`src/rtl/gcsr_pkg.sv`:
```
package gcsr_pkg;

    typedef enum logic [2:0] {
        ST_IDLE,      // outside any transfer
        ST_ADDR,      // START seen, waiting for address byte
        ST_GC_ACKED,  // general-call write acknowledged
        ST_ARMED,     // reset command acknowledged, waiting for STOP
        ST_ABORT      // sequence spoiled until next START
    } gc_state_e;

    typedef struct packed {
        logic is_gc_wr;   // byte equals the general-call write address
        logic is_cmd;     // byte equals the reset command value
    } byte_class_t;

    typedef struct packed {
        logic valid;
        logic ack;
    } ack_resp_t;

    function automatic ack_resp_t make_resp(input logic v, input logic a);
        ack_resp_t r;
        r.valid = v;
        r.ack   = v & a;
        return r;
    endfunction

endpackage

```
`src/rtl/gcsr_byte_class.sv`:
```
module gcsr_byte_class
    import gcsr_pkg::*;
#(
    parameter int          DATA_W  = 8,
    parameter logic [DATA_W-1:0] GC_WR   = '0,
    parameter logic [DATA_W-1:0] RST_CMD = DATA_W'(6)
) (
    input  logic [DATA_W-1:0] data_i,
    output byte_class_t       cls_o
);
    always_comb begin
        cls_o.is_gc_wr = (data_i == GC_WR);
        cls_o.is_cmd   = (data_i == RST_CMD);
    end
endmodule

```
`src/rtl/gcsr_seq_fsm.sv`:
```
module gcsr_seq_fsm
    import gcsr_pkg::*;
(
    input  logic        clk,
    input  logic        rst,
    input  logic        start_i,
    input  logic        stop_i,
    input  logic        byte_i,
    input  byte_class_t cls_i,
    output ack_resp_t   resp_o,
    output logic        fire_o,
    output gc_state_e   state_o
);
    gc_state_e state_q, state_d;
    ack_resp_t resp_q, resp_d;

    always_comb begin
        state_d = state_q;
        resp_d  = make_resp(1'b0, 1'b0);
        fire_o  = 1'b0;
        if (start_i) begin
            state_d = ST_ADDR;
        end else if (stop_i) begin
            fire_o  = (state_q == ST_ARMED);
            state_d = ST_IDLE;
        end else if (byte_i) begin
            unique case (state_q)
                ST_ADDR: begin
                    resp_d  = make_resp(1'b1, cls_i.is_gc_wr);
                    state_d = cls_i.is_gc_wr ? ST_GC_ACKED : ST_IDLE;
                end
                ST_GC_ACKED: begin
                    resp_d  = make_resp(1'b1, cls_i.is_cmd);
                    state_d = cls_i.is_cmd ? ST_ARMED : ST_ABORT;
                end
                ST_ARMED: begin
                    resp_d  = make_resp(1'b1, 1'b0);
                    state_d = ST_ABORT;
                end
                default: begin
                    resp_d  = make_resp(1'b1, 1'b0);
                end
            endcase
        end
    end

    always_ff @(posedge clk) begin
        if (rst) begin
            state_q <= ST_IDLE;
            resp_q  <= make_resp(1'b0, 1'b0);
        end else begin
            state_q <= state_d;
            resp_q  <= resp_d;
        end
    end

    assign resp_o  = resp_q;
    assign state_o = state_q;

    AST_ACK_NEEDS_BYTE: assert property (@(posedge clk) disable iff (rst)
        resp_q.valid |-> $past(byte_i));
    AST_CMD_ACK_FROM_GC: assert property (@(posedge clk) disable iff (rst)
        (state_q == ST_ARMED) |-> ($past(state_q) == ST_GC_ACKED || $past(state_q) == ST_ARMED));
    AST_START_TO_ADDR: assert property (@(posedge clk) disable iff (rst)
        start_i |=> (state_q == ST_ADDR));
endmodule

```
`src/rtl/gcsr_pulse.sv`:
```
module gcsr_pulse (
    input  logic clk,
    input  logic rst,
    input  logic req_i,
    output logic pulse_o
);
    logic q;
    always_ff @(posedge clk) begin
        if (rst) q <= 1'b0;
        else     q <= req_i;
    end
    assign pulse_o = q;

    AST_PULSE_SINGLE: assert property (@(posedge clk) disable iff (rst)
        q |=> !q);
endmodule

```
`src/rtl/gc_swrst_detect.sv`:
```
module gc_swrst_detect
    import gcsr_pkg::*;
#(
    parameter int DATA_W  = 8,
    parameter int GC_ADDR = 0,
    parameter int RST_CMD = 6
) (
    input  logic              clk,
    input  logic              rst,
    input  logic              start_evt,
    input  logic              stop_evt,
    input  logic              byte_valid,
    input  logic [DATA_W-1:0] byte_data,
    output logic              ack_valid_o,
    output logic              ack_o,
    output logic              sw_rst_o
);
    localparam logic [DATA_W-1:0] GC_WR_BYTE = DATA_W'(GC_ADDR << 1);
    localparam logic [DATA_W-1:0] CMD_BYTE   = DATA_W'(RST_CMD);

    byte_class_t cls;
    ack_resp_t   resp;
    logic        fire;
    gc_state_e   state;

    gcsr_byte_class #(.DATA_W(DATA_W), .GC_WR(GC_WR_BYTE), .RST_CMD(CMD_BYTE)) u_class (
        .data_i (byte_data),
        .cls_o  (cls)
    );

    gcsr_seq_fsm u_fsm (
        .clk     (clk),
        .rst     (rst),
        .start_i (start_evt),
        .stop_i  (stop_evt),
        .byte_i  (byte_valid),
        .cls_i   (cls),
        .resp_o  (resp),
        .fire_o  (fire),
        .state_o (state)
    );

    gcsr_pulse u_pulse (
        .clk     (clk),
        .rst     (rst),
        .req_i   (fire),
        .pulse_o (sw_rst_o)
    );

    assign ack_valid_o = resp.valid;
    assign ack_o       = resp.ack;

    AST_ACK_QUALIFIED: assert property (@(posedge clk) disable iff (rst)
        ack_o |-> ack_valid_o);
    AST_RST_AFTER_STOP: assert property (@(posedge clk) disable iff (rst)
        sw_rst_o |-> ($past(stop_evt) && !$past(start_evt)));
    AST_RST_FROM_ARMED: assert property (@(posedge clk) disable iff (rst)
        sw_rst_o |-> ($past(state) == ST_ARMED));
    AST_NO_ACK_IN_IDLE: assert property (@(posedge clk) disable iff (rst)
        (byte_valid && !start_evt && !stop_evt && state == ST_IDLE) |=> !ack_o);
endmodule

```
`config.mk`:
```
export PLATFORM = sky130hd
export DESIGN_NAME = gc_swrst_detect
export DESIGN_NICKNAME = d
export VERILOG_FILES = /design/src/rtl/gcsr_pkg.sv /design/src/rtl/gcsr_byte_class.sv /design/src/rtl/gcsr_seq_fsm.sv /design/src/rtl/gcsr_pulse.sv /design/src/rtl/gc_swrst_detect.sv
export SDC_FILE = /design/constraint.sdc
export NUM_CORES = 1
export LEC_CHECK = 0
export ABC_AREA = 1
export BUFFER_PORTS_ARGS = -buffer_cell sky130_fd_sc_hd__buf_2
export CAP_MARGIN = 0
export CORE_AREA = 2 2 39 41
export DETAILED_ROUTE_END_ITERATION = 12
export DIE_AREA = 0 0 41 43
export GPL_TIMING_DRIVEN = 0
export PLACE_DENSITY = 0.51
export SKIP_CTS_REPAIR_TIMING = 1
export SLEW_MARGIN = 5
export SYNTH_ARGS = -nofsm -noshare
export SYNTH_HDL_FRONTEND = slang
export SYNTH_SLANG_ARGS = --single-unit
```
`constraint.sdc`:
```
create_clock -name clk -period 2.4 [get_ports clk]
set_input_delay 0.36 -clock clk [delete_from_list [all_inputs] [get_ports clk]]
set_output_delay 0.36 -clock clk [all_outputs]
set_load 0.02 [all_outputs]
```
# Word level (Yosys, flattened, before mapping)
# Cells that the tools add are included.
[op_classes]
eq_ne = 4
n_mux = 7
bitwise = 2
n_reduce_logical = 9
[op_table]
columns = ["operator", "count"]
rows = [
  ["$pmux 3 s3", 1],
  ["$eq 8x3->1 const B", 1],
  ["$logic_not 8->1", 1],
  ["$eq 3x2->1 const B", 2],
  ["$reduce_bool 3->1", 2],
  ["$reduce_or 3->1", 2],
  ["$reduce_bool 5->1", 1],
  ["$reduce_and 2->1", 2],
  ["$reduce_or 4->1", 1],
  ["$eq 3x1->1 const B", 1],
  ["$mux 1", 3],
  ["$mux 3", 1],
  ["$mux 2", 1],
  ["$not 1->1", 2],
  ["$pmux 1 s2", 1],
]
[totals]
regBits = 6
wordCells = 27

# Logic depth before layout (Yosys ltp)
# Gate-level depths: netlist (run 1).
[logic_depth]
depth_word = 6
depth_mapped = 7

# Hierarchy
# From an unflattened synthesis (run 1), not the netlist that was laid out.
[unflattened]
cells_unflattened = 54
hier_area_um2 = 330.3
[modules_own_cells]
columns = ["module", "instances", "cells_each", "area_per_inst_um2", "seq_area_each_um2"]
rows = [
  ["gcsr_seq_fsm", 1, 40, 256.5, 100.1],
  ["gcsr_byte_class", 1, 11, 43.8, 0.0],
  ["gcsr_pulse", 1, 3, 30.0, 20.0],
]

# Worst setup path after synthesis (run 1)
# OpenSTA, ideal clock, no wires.
[synth_path]
kind = "input -> register"
from = "input port byte_data[6]"
to = "register u_fsm.state_q[0] (netlist: u_fsm.state_o[0])"
setup_time_ps = 64
t_arrival_ps = 850
t_required_ps = 2336
path_slack_ps = 1486
cell_stages = 7
path_buffers = 0
cell_sequence = "inv_1 -> nand2_1 -> nor2_1 -> nand3_1 -> nor2_1 -> nor2_1 -> nor2_1"
[synth_between]
elab_chain_len = 6
[synth_lines]
columns = ["element", "line", "source"]
rows = [
  ["start: declaration", "gc_swrst_detect.sv:13", "input logic [DATA_W-1:0] byte_data,"],
  ["$eq 8x3->1", "gcsr_byte_class.sv:13", "cls_o.is_cmd = (data_i == RST_CMD);"],
  ["$mux 3", "gcsr_seq_fsm.sv:34", "state_d = cls_i.is_cmd ? ST_ARMED : ST_ABORT;"],
  ["$pmux 3 s3", "gcsr_seq_fsm.sv:27", "unique case (state_q)"],
  ["$mux 1", "gcsr_seq_fsm.sv:26", "end else if (byte_i) begin"],
  ["$mux 1", "gcsr_seq_fsm.sv:23", "end else if (stop_i) begin"],
  ["$mux 1", "gcsr_seq_fsm.sv:21", "if (start_i) begin"],
  ["end signal: assignment", "gcsr_seq_fsm.sv:52", "state_q <= state_d;"],
  ["end: declaration", "gcsr_seq_fsm.sv:14", "gc_state_e state_q, state_d;"],
]
# Every way passes these cells. The select of a mux whose other input is x is not followed.
# A chain may end at the register's enable or synchronous reset.

# Worst setup path after layout (run 1)
[layout_path]
from = "register u_pulse.q (netlist: u_pulse.pulse_o)"
to = "output port sw_rst_o"
[layout_rtl]
columns = ["element", "line", "source"]
rows = [
  ["start: declaration", "gcsr_pulse.sv:7", "logic q;"],
  ["start signal: assignment", "gcsr_pulse.sv:10", "else q <= req_i;"],
  ["end: declaration", "gc_swrst_detect.sv:16", "output logic sw_rst_o"],
]
# No word-level cell between the ends.

==> metrics.txt, run 1 <==
# TYPE chip_impl_metric gauge
chip_impl_info{name="status",value="completed"} 1
chip_impl_metric{name="highest_attainable_clock_frequency",unit="MHz"} 944
chip_impl_metric{name="numClockSinks",unit=""} 6
chip_impl_metric{name="fp-row-count",unit=""} 14
chip_impl_metric{name="antenna_found_initial",unit=""} 0
chip_impl_metric{name="worst_slew_pin_slew",unit="ns"} 0.198
chip_impl_info{name="clockRootBuffer",value="clkbuf_4"} 1
chip_impl_metric{name="dieWidth",unit="µm"} 41
chip_impl_metric{name="syn_area_per_cell",unit="µm²"} 5.73
chip_impl_metric{name="insertedDiodeCount",unit=""} 0
chip_impl_metric{name="critPathBufInv",unit=""} 1
chip_impl_metric{name="worstPathArrival",unit="ns"} 0.70
chip_impl_info{name="worst_setup_path_start_kind",value="flip-flop"} 1
chip_impl_metric{name="fin_crit_sh",unit=""} 0.441
chip_impl_metric{name="cts_htree_levels",unit=""} 1
chip_impl_metric{name="ys_warn_count",unit=""} 0
chip_impl_metric{name="gr-usage-all-layers",unit=""} 0.0997
chip_impl_metric{name="floorplan.die.height",unit="µm"} 43
chip_impl_info{name="ys_top_cells_by_area",value="dfxtp_1 (34%), inv_1 (15%), nor2_1 (15%), nand3_1 (13%), nand2_1 (13%)"} 1
chip_impl_metric{name="ir_worst_vdd",unit="mV"} 0.223
chip_impl_info{name="setup_crit_path_kind",value="reg2out"} 1
chip_impl_metric{name="period_minus_slack",unit="ns"} 1.06
chip_impl_metric{name="gp_congestion",unit=""} 0.786
chip_impl_metric{name="hold-path-cell-count",unit=""} 2
chip_impl_metric{name="die-area",unit="µm²"} 1760
chip_impl_info{name="synth_top_area_cell",value="dfxtp_1"} 1
chip_impl_info{name="regToRegEndpoint",value="u_fsm.state_o[0]"} 1
chip_impl_metric{name="number_of_global_route_vias_before_repair",unit=""} 344
chip_impl_info{name="rsz0062_at_grt",value="no"} 1
chip_impl_metric{name="critical-path-max-stage-delay",unit="ns"} 0.31
chip_impl_metric{name="floorplan.io_pins",unit=""} 16
chip_impl_metric{name="syn_area",unit="µm²"} 355
chip_impl_metric{name="dr_total_vias",unit=""} 402
chip_impl_metric{name="drtIter0Drc",unit=""} 7
chip_impl_metric{name="critPathMaxFanout",unit=""} 1
chip_impl_metric{name="r2r.worst_path.cells",unit=""} 6
chip_impl_info{name="crit-reg2reg-launch",value="u_fsm.state_o[1]"} 1
chip_impl_metric{name="ys_ff_latch",unit=""} 6
chip_impl_info{name="cts_tree",value="built"} 1
chip_impl_metric{name="nets",unit=""} 95
chip_impl_metric{name="max_cap_viol_count",unit=""} 0
chip_impl_metric{name="post_route_drc",unit=""} 0
chip_impl_metric{name="numCtsBuffers",unit=""} 3
chip_impl_metric{name="final.setup_skew",unit="ns"} 0.0000653
chip_impl_metric{name="grt_remaining_overflow",unit=""} 0
chip_impl_metric{name="report.final.hold_viol_count",unit=""} 0
chip_impl_info{name="holdCritPathClass",value="in2reg"} 1
chip_impl_metric{name="synthesis.nets",unit=""} 75
chip_impl_metric{name="worst_ep_required_time",unit="ns"} 2.04
chip_impl_metric{name="ys_seq_area_frac",unit=""} 0.338
chip_impl_metric{name="clkLatencyLatePin",unit="ns"} 0.24
chip_impl_metric{name="initial_utilization",unit=""} 0.257
chip_impl_metric{name="total_power_divided_by_cell_area",unit="nW/µm²"} 477
chip_impl_info{name="capturing_element_type_of_the_critical_path",value="primary output"} 1
chip_impl_metric{name="ctsLongestPathBuffers",unit=""} 2
chip_impl_metric{name="design.core.area",unit="µm²"} 1380
chip_impl_metric{name="firstDrtPassIters",unit=""} 4
chip_impl_metric{name="wl_per_cell",unit="µm"} 7.72
chip_impl_metric{name="hpwlAfterDp",unit="µm"} 620
chip_impl_info{name="critical_path.startpoint",value="u_pulse.pulse_o"} 1
chip_impl_metric{name="postRouteAntennaNets",unit=""} 0
chip_impl_info{name="mostFrequentLayoutCells",value="buf_2 (15), inv_1 (14), nor2_1 (14), nand2_1 (12), nand3_1 (9)"} 1
chip_impl_metric{name="leakage",unit="nW"} 0.260
chip_impl_info{name="path_delay_family",value="flip-flops"} 1
chip_impl_metric{name="slew_limit_headroom",unit=""} 0.868
chip_impl_metric{name="maximum_number_of_pins_on_one_net_before_global_route_repair",unit=""} 6
chip_impl_metric{name="timing_max_transition_violations_final",unit=""} 0
chip_impl_metric{name="setup.reg_to_reg.worst_slack",unit="ns"} 1.37
chip_impl_metric{name="post-synth-top-area-fraction",unit=""} 0.338
chip_impl_metric{name="flow.area_growth_from_synthesis",unit="%"} 33.1
chip_impl_info{name="slowest_stage",value="dfxtp_1"} 1
chip_impl_metric{name="final_layout_size_suffix_gt1_frac",unit=""} 0.250
chip_impl_metric{name="vias_per_cell",unit=""} 4.19
chip_impl_metric{name="place.port_buffers",unit=""} 15
chip_impl_metric{name="fillerInstances",unit=""} 170
chip_impl_info{name="final_common_cell",value="buf_2"} 1
chip_impl_metric{name="sum_of_internal_switching_and_leakage_power",unit="µW"} 226
chip_impl_metric{name="ys_types",unit=""} 10
chip_impl_metric{name="crit_cells",unit=""} 1
chip_impl_info{name="critPathCapture",value="sw_rst_o"} 1
chip_impl_metric{name="synth_cells",unit=""} 62
chip_impl_metric{name="setup-tns-final",unit="ns"} 0
chip_impl_metric{name="routed_wirelength",unit="µm"} 741
chip_impl_metric{name="report.final.setup_viol",unit=""} 0
chip_impl_metric{name="global_route_wire_length_before_repair",unit="µm"} 1200
chip_impl_info{name="cp_cell_sequence",value="buf_2"} 1
chip_impl_metric{name="cts.reportedPaths.clkPinSlew",unit="ns"} 0.04
cells by family after synthesis:
kind of cell | share of synthesized area
simple gates | 0.447
compound gates | 0.0669
buf+inv | 0.148
flops | 0.338
final cells by class:
cell class	instances	area, µm²	area share
Multi-Input combinational cell	42	183	0.386
Sequential cell	6	120	0.254
Tap cell	16	20.0	0.0423
Inverter	14	52.6	0.111
Timing Repair Buffer	15	75.1	0.159
Clock buffer	3	22.5	0.0476
flip-flops by register name, indices dropped and copies added, names as in the netlist:
register and cells:
u_fsm.resp_o 2, u_fsm.state_o 3, u_pulse.pulse_o 1
synth_stat cells:
library cell	n
a21oi_1	2
dfxtp_1	6
o21ai_0	1
nor2_2	1
o21ai_2	1
inv_1	14
nor3_1	2
nand3_1	9
nor2_1	14
nand2_1	12
worst min path at each step:
stage | startpoint | to | slack, ns
2_1_floorplan | rst | u_fsm.state_o[0] | 0.43
3_3_place_gp | u_fsm.state_o[2] | u_fsm.state_o[2] | 0.52
3_5_place_dp | u_fsm.state_o[2] | u_fsm.state_o[2] | 0.51
4_1_cts | rst | u_fsm.state_o[0] | 0.30
5_1_grt | rst | u_fsm.state_o[0] | 0.32
6_report | rst | u_fsm.state_o[0] | 0.31
metal layers:
layer	up-vias	GRT usage	wire length (µm)
li1	224	-	-
met1	164	0.120	362
met2	14	0.147	325
met3	0	0.0471	53
met4	0	0.0400	0
met5	-	0	0
metrics by stage:
step / std cells / util / hold slack (ns) / setup slack, ns / area [µm²]
global placement: 93 / 0.325 / 0.522 / 1.28 / 450
CTS: 96 / 0.342 / 0.298 / 1.33 / 473
finish: 96 / 0.342 / 0.310 / 1.34 / 473
global route: 96 / 0.342 / 0.317 / 1.21 / 473
detailed placement: 93 / 0.325 / 0.511 / 1.29 / 450
floorplan: 62 / - / 0.432 / 1.49 / 355
power breakdown:
| group | total [mW] | leakage (nW) | internal, mW | switching, mW |
|---|---|---|---|---|
| Combinational | 0.0322 | 0.197 | 0.0142 | 0.0180 |
| Clock | 0.0898 | 0.0138 | 0.0564 | 0.0334 |
| Sequential | 0.104 | 0.0487 | 0.102 | 0.00170 |
| Total | 0.226 | 0.260 | 0.172 | 0.0531 |
Note: power is estimated with default switching activity, not from simulation.
==> run 2: changes to the inputs <==
PLACE_DENSITY = 0.53   (was 0.51)
clock period = 0.95 ns   (was 2.4 ns; I/O delays follow)
==> metrics.txt, run 2 (synthesis results as in run 1) <==
# TYPE chip_impl_metric gauge
chip_impl_metric{name="report.final.setup_viol",unit=""} 0
chip_impl_metric{name="die-area",unit="µm²"} 1760
chip_impl_metric{name="worstPathArrival",unit="ns"} 1.10
chip_impl_info{name="capturing_element_type_of_the_critical_path",value="flip-flop"} 1
chip_impl_info{name="cts_tree",value="built"} 1
chip_impl_info{name="clockRootBuffer",value="clkbuf_4"} 1
chip_impl_metric{name="post_route_drc",unit=""} 0
chip_impl_metric{name="final_layout_size_suffix_gt1_frac",unit=""} 0.346
chip_impl_metric{name="routed_wirelength",unit="µm"} 800
chip_impl_metric{name="period_minus_slack",unit="ns"} 0.925
chip_impl_metric{name="ctsLongestPathBuffers",unit=""} 2
chip_impl_metric{name="global_route_wire_length_before_repair",unit="µm"} 1240
chip_impl_metric{name="fp-row-count",unit=""} 14
chip_impl_metric{name="postRouteAntennaNets",unit=""} 0
chip_impl_metric{name="fin_crit_sh",unit=""} 0.973
chip_impl_metric{name="antenna_found_initial",unit=""} 0
chip_impl_metric{name="timing_max_transition_violations_final",unit=""} 0
chip_impl_metric{name="highest_attainable_clock_frequency",unit="MHz"} 1080
chip_impl_info{name="mostFrequentLayoutCells",value="buf_2 (15), nor2_1 (13), inv_1 (12), nand2_1 (11), nand3_1 (8)"} 1
chip_impl_metric{name="maximum_number_of_pins_on_one_net_before_global_route_repair",unit=""} 6
chip_impl_metric{name="worst_slew_pin_slew",unit="ns"} 0.189
chip_impl_metric{name="vias_per_cell",unit=""} 4.33
chip_impl_metric{name="drtIter0Drc",unit=""} 13
chip_impl_info{name="critPathCapture",value="u_fsm.state_o[0]"} 1
chip_impl_metric{name="place.port_buffers",unit=""} 15
chip_impl_metric{name="leakage",unit="nW"} 0.268
chip_impl_info{name="worst_setup_path_start_kind",value="flip-flop"} 1
chip_impl_metric{name="multi_input_comb_area",unit="µm²"} 193
chip_impl_metric{name="wl_per_cell",unit="µm"} 8.25
chip_impl_metric{name="firstDrtPassIters",unit=""} 6
chip_impl_info{name="critical_path.startpoint",value="u_fsm.state_o[2]"} 1
chip_impl_metric{name="sum_of_internal_switching_and_leakage_power",unit="µW"} 577
chip_impl_metric{name="post_layout_nonfiller_instances",unit=""} 97
chip_impl_metric{name="slew_limit_headroom",unit=""} 0.874
chip_impl_metric{name="insertedDiodeCount",unit=""} 0
chip_impl_metric{name="numCtsBuffers",unit=""} 3
chip_impl_metric{name="clkLatencyLatePin",unit="ns"} 0.24
chip_impl_metric{name="final.setup_skew",unit="ns"} 0.00392
chip_impl_metric{name="hpwlAfterDp",unit="µm"} 632
chip_impl_metric{name="grt_remaining_overflow",unit=""} 0
chip_impl_metric{name="dr_total_vias",unit=""} 420
chip_impl_metric{name="ir_worst_vdd",unit="mV"} 0.973
chip_impl_metric{name="cts.reportedPaths.clkPinSlew",unit="ns"} 0.04
chip_impl_metric{name="report.final.hold_viol_count",unit=""} 0
chip_impl_info{name="rsz0062_at_grt",value="yes"} 1
chip_impl_metric{name="total_power_divided_by_cell_area",unit="nW/µm²"} 1150
chip_impl_metric{name="dieWidth",unit="µm"} 41
chip_impl_metric{name="r2r.worst_path.cells",unit=""} 7
chip_impl_info{name="crit-reg2reg-launch",value="u_fsm.state_o[2]"} 1
chip_impl_metric{name="gr-usage-all-layers",unit=""} 0.106
chip_impl_metric{name="cts_htree_levels",unit=""} 1
chip_impl_metric{name="fillerInstances",unit=""} 167
chip_impl_metric{name="dp_cells",unit=""} 93
chip_impl_metric{name="worst_ep_required_time",unit="ns"} 1.12
chip_impl_metric{name="seqCellArea",unit="µm²"} 128
chip_impl_info{name="final_common_cell",value="buf_2"} 1
chip_impl_metric{name="max_cap_viol_count",unit=""} 0
chip_impl_metric{name="numClockSinks",unit=""} 6
chip_impl_metric{name="design.core.area",unit="µm²"} 1380
chip_impl_metric{name="floorplan.io_pins",unit=""} 16
chip_impl_info{name="regToRegEndpoint",value="u_fsm.state_o[0]"} 1
chip_impl_metric{name="floorplan.die.height",unit="µm"} 43
chip_impl_metric{name="largest_register_ff_count",unit=""} 3
chip_impl_metric{name="gp_congestion",unit=""} 0.799
chip_impl_metric{name="nets",unit=""} 96
chip_impl_info{name="setup_crit_path_kind",value="reg2reg"} 1
chip_impl_metric{name="number_of_global_route_vias_before_repair",unit=""} 355
chip_impl_info{name="holdCritPathClass",value="in2reg"} 1
chip_impl_metric{name="critPathMaxFanout",unit=""} 3
chip_impl_metric{name="initial_utilization",unit=""} 0.257
chip_impl_metric{name="flow.area_growth_from_synthesis",unit="%"} 40.8
chip_impl_metric{name="setup.reg_to_reg.worst_slack",unit="ns"} 0.03
chip_impl_info{name="status",value="completed"} 1
-- run 2: final cells by class --
| class | instances | share of cell area |
|---|---|---|
| inverters | 14 | 0.110 |
| flip-flops and latches | 6 | 0.255 |
| clock buffers | 3 | 0.0450 |
| multi-input cells | 42 | 0.385 |
| repair buffers | 16 | 0.165 |
| well taps | 16 | 0.0400 |
-- run 2: where the power goes --
part / internal [mW] / switching [mW]
clock: 0.142 / 0.0836
combinational: 0.0409 / 0.0496
sequential: 0.254 / 0.00597
total: 0.438 / 0.139
-- run 2: worst max-delay path, stage by stage (launching register included) --
cell and delay (ns):
dfxtp_1 0.31, inv_2 0.08, o21ai_2 0.06, nor2_2 0.12, nand2_1 0.06, nor2_1 0.10
nor2_1 0.05, nor2_1 0.07
-- run 2: routing by layer --
layer  part of all wire  GRT usage
met4                  0     0.0200
met5                  0          0
met1               0.39      0.110
met3              0.090     0.0785
met2               0.52      0.166
-- run 2: worst min-delay path by stage --
| stage | depth (start not counted) | end | slack (ns) | from |
|---|---|---|---|---|
| 5_1_grt | 2 | u_fsm.state_o[0] | 0.08 | rst |
| 2_1_floorplan | 1 | u_fsm.state_o[0] | 0.21 | rst |
| 3_3_place_gp | 2 | u_fsm.state_o[0] | 0.33 | rst |
| 6_report | 2 | u_fsm.state_o[0] | 0.08 | rst |
| 4_1_cts | 2 | u_fsm.state_o[0] | 0.08 | rst |
| 3_5_place_dp | 2 | u_fsm.state_o[0] | 0.34 | rst |
-- run 2: stage by stage --
stage | setup slack, ns | hold WS, ns | instance area, µm² | utilization | TNS, ns
floorplan | 0.0701 | 0.215 | 355 | - | 0
global placement | -0.0633 | 0.330 | 450 | 0.325 | -0.0852
detailed placement | -0.0541 | 0.337 | 450 | 0.325 | -0.0660
CTS | -0.0640 | 0.0812 | 473 | 0.342 | -0.0917
global route | -0.106 | 0.0817 | 500 | 0.362 | -0.140
finish | 0.0253 | 0.0802 | 500 | 0.362 | 0
==> run 3: changes to the inputs <==
PLACE_DENSITY = 0.49   (was 0.53)
SKIP_CTS_REPAIR_TIMING = unset   (was 1)
==> metrics.txt, run 3 (synthesis results as in run 1) <==
# TYPE chip_impl_metric gauge
chip_impl_metric{name="postRouteAntennaNets",unit=""} 0
chip_impl_metric{name="clockPowerShare",unit=""} 0.394
chip_impl_info{name="rsz0062_at_grt",value="yes"} 1
chip_impl_info{name="final_common_cell",value="buf_2"} 1
chip_impl_metric{name="final_layout_size_suffix_gt1_frac",unit=""} 0.381
chip_impl_metric{name="wl_per_cell",unit="µm"} 8.62
chip_impl_metric{name="drtIter0Drc",unit=""} 12
chip_impl_info{name="cts_tree",value="built"} 1
chip_impl_metric{name="whs",unit="ns"} 0.0757
chip_impl_metric{name="fin_crit_sh",unit=""} 1.02
chip_impl_metric{name="timing_max_transition_violations_final",unit=""} 0
chip_impl_metric{name="power_spent_charging_and_discharging_nets",unit="µW"} 146
chip_impl_info{name="holdCritPathClass",value="in2reg"} 1
chip_impl_metric{name="floorplan.die.height",unit="µm"} 43
chip_impl_metric{name="nets",unit=""} 99
chip_impl_metric{name="insertedDiodeCount",unit=""} 0
chip_impl_metric{name="numCtsBuffers",unit=""} 3
chip_impl_metric{name="numClockSinks",unit=""} 6
chip_impl_metric{name="hpwlAfterDp",unit="µm"} 663
chip_impl_metric{name="worst_slew_pin_slew",unit="ns"} 0.201
chip_impl_metric{name="clkLatencyLatePin",unit="ns"} 0.24
chip_impl_metric{name="finish.instance_area",unit="µm²"} 522
chip_impl_metric{name="dieWidth",unit="µm"} 41
chip_impl_metric{name="ctsLongestPathBuffers",unit=""} 2
chip_impl_metric{name="setup_slack",unit="ns"} -0.0166
chip_impl_metric{name="report.final.setup_viol",unit=""} 2
chip_impl_metric{name="pwr-share-seq",unit=""} 0.441
chip_impl_metric{name="highest_attainable_clock_frequency",unit="MHz"} 1030
chip_impl_metric{name="gp_congestion",unit=""} 0.775
chip_impl_metric{name="flow.area_growth_from_synthesis",unit="%"} 46.8
chip_impl_metric{name="ir_worst_vdd",unit="mV"} 0.577
chip_impl_info{name="setup_crit_path_kind",value="reg2reg"} 1
chip_impl_metric{name="routed_wirelength",unit="µm"} 862
chip_impl_metric{name="number_of_global_route_vias_before_repair",unit=""} 369
chip_impl_metric{name="antenna_found_initial",unit=""} 0
chip_impl_metric{name="leakage",unit="nW"} 0.283
chip_impl_info{name="violations",value="negative setup slack"} 1
chip_impl_metric{name="max_cap_viol_count",unit=""} 0
chip_impl_metric{name="share_comb_of_total_power",unit=""} 0.165
chip_impl_metric{name="worstPathArrival",unit="ns"} 1.11
chip_impl_info{name="capturing_element_type_of_the_critical_path",value="flip-flop"} 1
chip_impl_metric{name="placedInstanceArea",unit="µm²"} 450
chip_impl_metric{name="vias_per_cell",unit=""} 4.38
chip_impl_metric{name="report.final.hold_viol_count",unit=""} 0
chip_impl_metric{name="period_minus_slack",unit="ns"} 0.967
chip_impl_metric{name="fp-row-count",unit=""} 14
chip_impl_metric{name="dr_total_vias",unit=""} 438
chip_impl_metric{name="global_route_wire_length_before_repair",unit="µm"} 1410
chip_impl_metric{name="gr-usage-all-layers",unit=""} 0.121
chip_impl_metric{name="maximum_number_of_pins_on_one_net_before_global_route_repair",unit=""} 6
chip_impl_metric{name="power.share.switching",unit=""} 0.247
chip_impl_metric{name="total_power_divided_by_cell_area",unit="nW/µm²"} 1130
chip_impl_metric{name="place.port_buffers",unit=""} 15
chip_impl_metric{name="p_int",unit="µW"} 444
chip_impl_metric{name="slew_limit_headroom",unit=""} 0.866
chip_impl_metric{name="firstDrtPassIters",unit=""} 4
chip_impl_metric{name="design.core.area",unit="µm²"} 1380
chip_impl_metric{name="setup-tns-final",unit="ns"} -0.0168
chip_impl_metric{name="die-area",unit="µm²"} 1760
chip_impl_metric{name="floorplan.io_pins",unit=""} 16
chip_impl_info{name="mostFrequentLayoutCells",value="buf_2 (15), nor2_1 (13), inv_1 (12), nand2_1 (12), nand3_1 (7)"} 1
chip_impl_info{name="worst_setup_path_start_kind",value="flip-flop"} 1
chip_impl_metric{name="grt_remaining_overflow",unit=""} 0
chip_impl_metric{name="cts_htree_levels",unit=""} 1
chip_impl_metric{name="final.setup_skew",unit="ns"} 0.000442
chip_impl_info{name="clockRootBuffer",value="clkbuf_4"} 1
chip_impl_metric{name="post_route_drc",unit=""} 0
chip_impl_metric{name="critPathMaxFanout",unit=""} 3
chip_impl_metric{name="initial_utilization",unit=""} 0.257
chip_impl_metric{name="cts.reportedPaths.clkPinSlew",unit="ns"} 0.04
chip_impl_metric{name="largest_register_ff_count",unit=""} 3
chip_impl_metric{name="worst_ep_required_time",unit="ns"} 1.09
chip_impl_info{name="status",value="finished with violations"} 1
chip_impl_metric{name="sum_of_internal_switching_and_leakage_power",unit="µW"} 590
run 3: cell types whose count changed in the layout (fill, tap and decap cells not counted):
cell / change
dfxtp_1: -1
dfxtp_2: +2
inv_2: +1
nand2_2: -1
nand3_2: +1
buf_4: +3
dfxtp_4: -1
inv_4: -1
nand3_1: -1
nand2_1: +1
run 3: worst max-delay path, stage by stage (launching register included):
cell and delay (ns):
dfxtp_2 0.32, inv_2 0.06, o21ai_2 0.06, nor2_2 0.15, buf_4 0.13, nand3_2 0.05, nand2_1 0.06, inv_1 0.03
run 3: path summary, 6_finish.rpt:
| kind | cells past startpoint | from | slack, ns | to |
|---|---|---|---|---|
| setup reg to reg | 7 | u_fsm.state_o[2] | -0.02 | u_fsm.state_o[1] |
| hold reg to reg | 2 | u_fsm.state_o[1] | 0.52 | u_fsm.state_o[2] |
| setup / recovery | 7 | u_fsm.state_o[2] | -0.02 | u_fsm.state_o[1] |
| hold / removal | 2 | rst | 0.08 | u_fsm.state_o[0] |
run 3: timing repair:
action,in CTS,in global routing
gates resized for setup,6,4
hold buffers,0,0
setup endpoints to repair,3,5
pin swaps,1,4
buffers inserted,1,3
run 3: layer usage:
layer  part of all wire  track usage  vias up
met1               0.40        0.120      184
met2               0.50        0.194       19
met3              0.086       0.0628        2
met5                  0            0        -
li1                   -            -      233
met4             0.0058       0.0600        0
run 3: layout make-up:
| type | instances | area, µm² |
|---|---|---|
| timing repair buffer | 19 | 105 |
| tap | 16 | 20.0 |
| multi-input combinational | 42 | 195 |
| inverter | 14 | 52.6 |
| sequential | 6 | 126 |
| clock buffer | 3 | 22.5 |
| fill | 161 | 862 |
run 3: power by group through the flow:
stage / combinational, mW / sequential, mW / clock (mW)
6_report: 0.0974 / 0.260 / 0.233
5_1_grt: 0.114 / 0.260 / 0.269
4_1_cts: 0.0898 / 0.262 / 0.243
3_5_place_dp: 0.0815 / 0.266 / 0
3_3_place_gp: 0.0805 / 0.267 / 0
2_1_floorplan: 0.0416 / 0.267 / 0
run 3: per-stage QoR:
| stage | util | std cells | worst slack (ns) |
|---|---|---|---|
| final | 0.377 | 100 | -0.0166 |
| after detailed placement | 0.325 | 93 | -0.0777 |
| after global routing | 0.377 | 100 | -0.117 |
| after floorplan | - | 62 | 0.0701 |
| after global placement | 0.325 | 93 | -0.0903 |
| after CTS | 0.354 | 97 | -0.0132 |
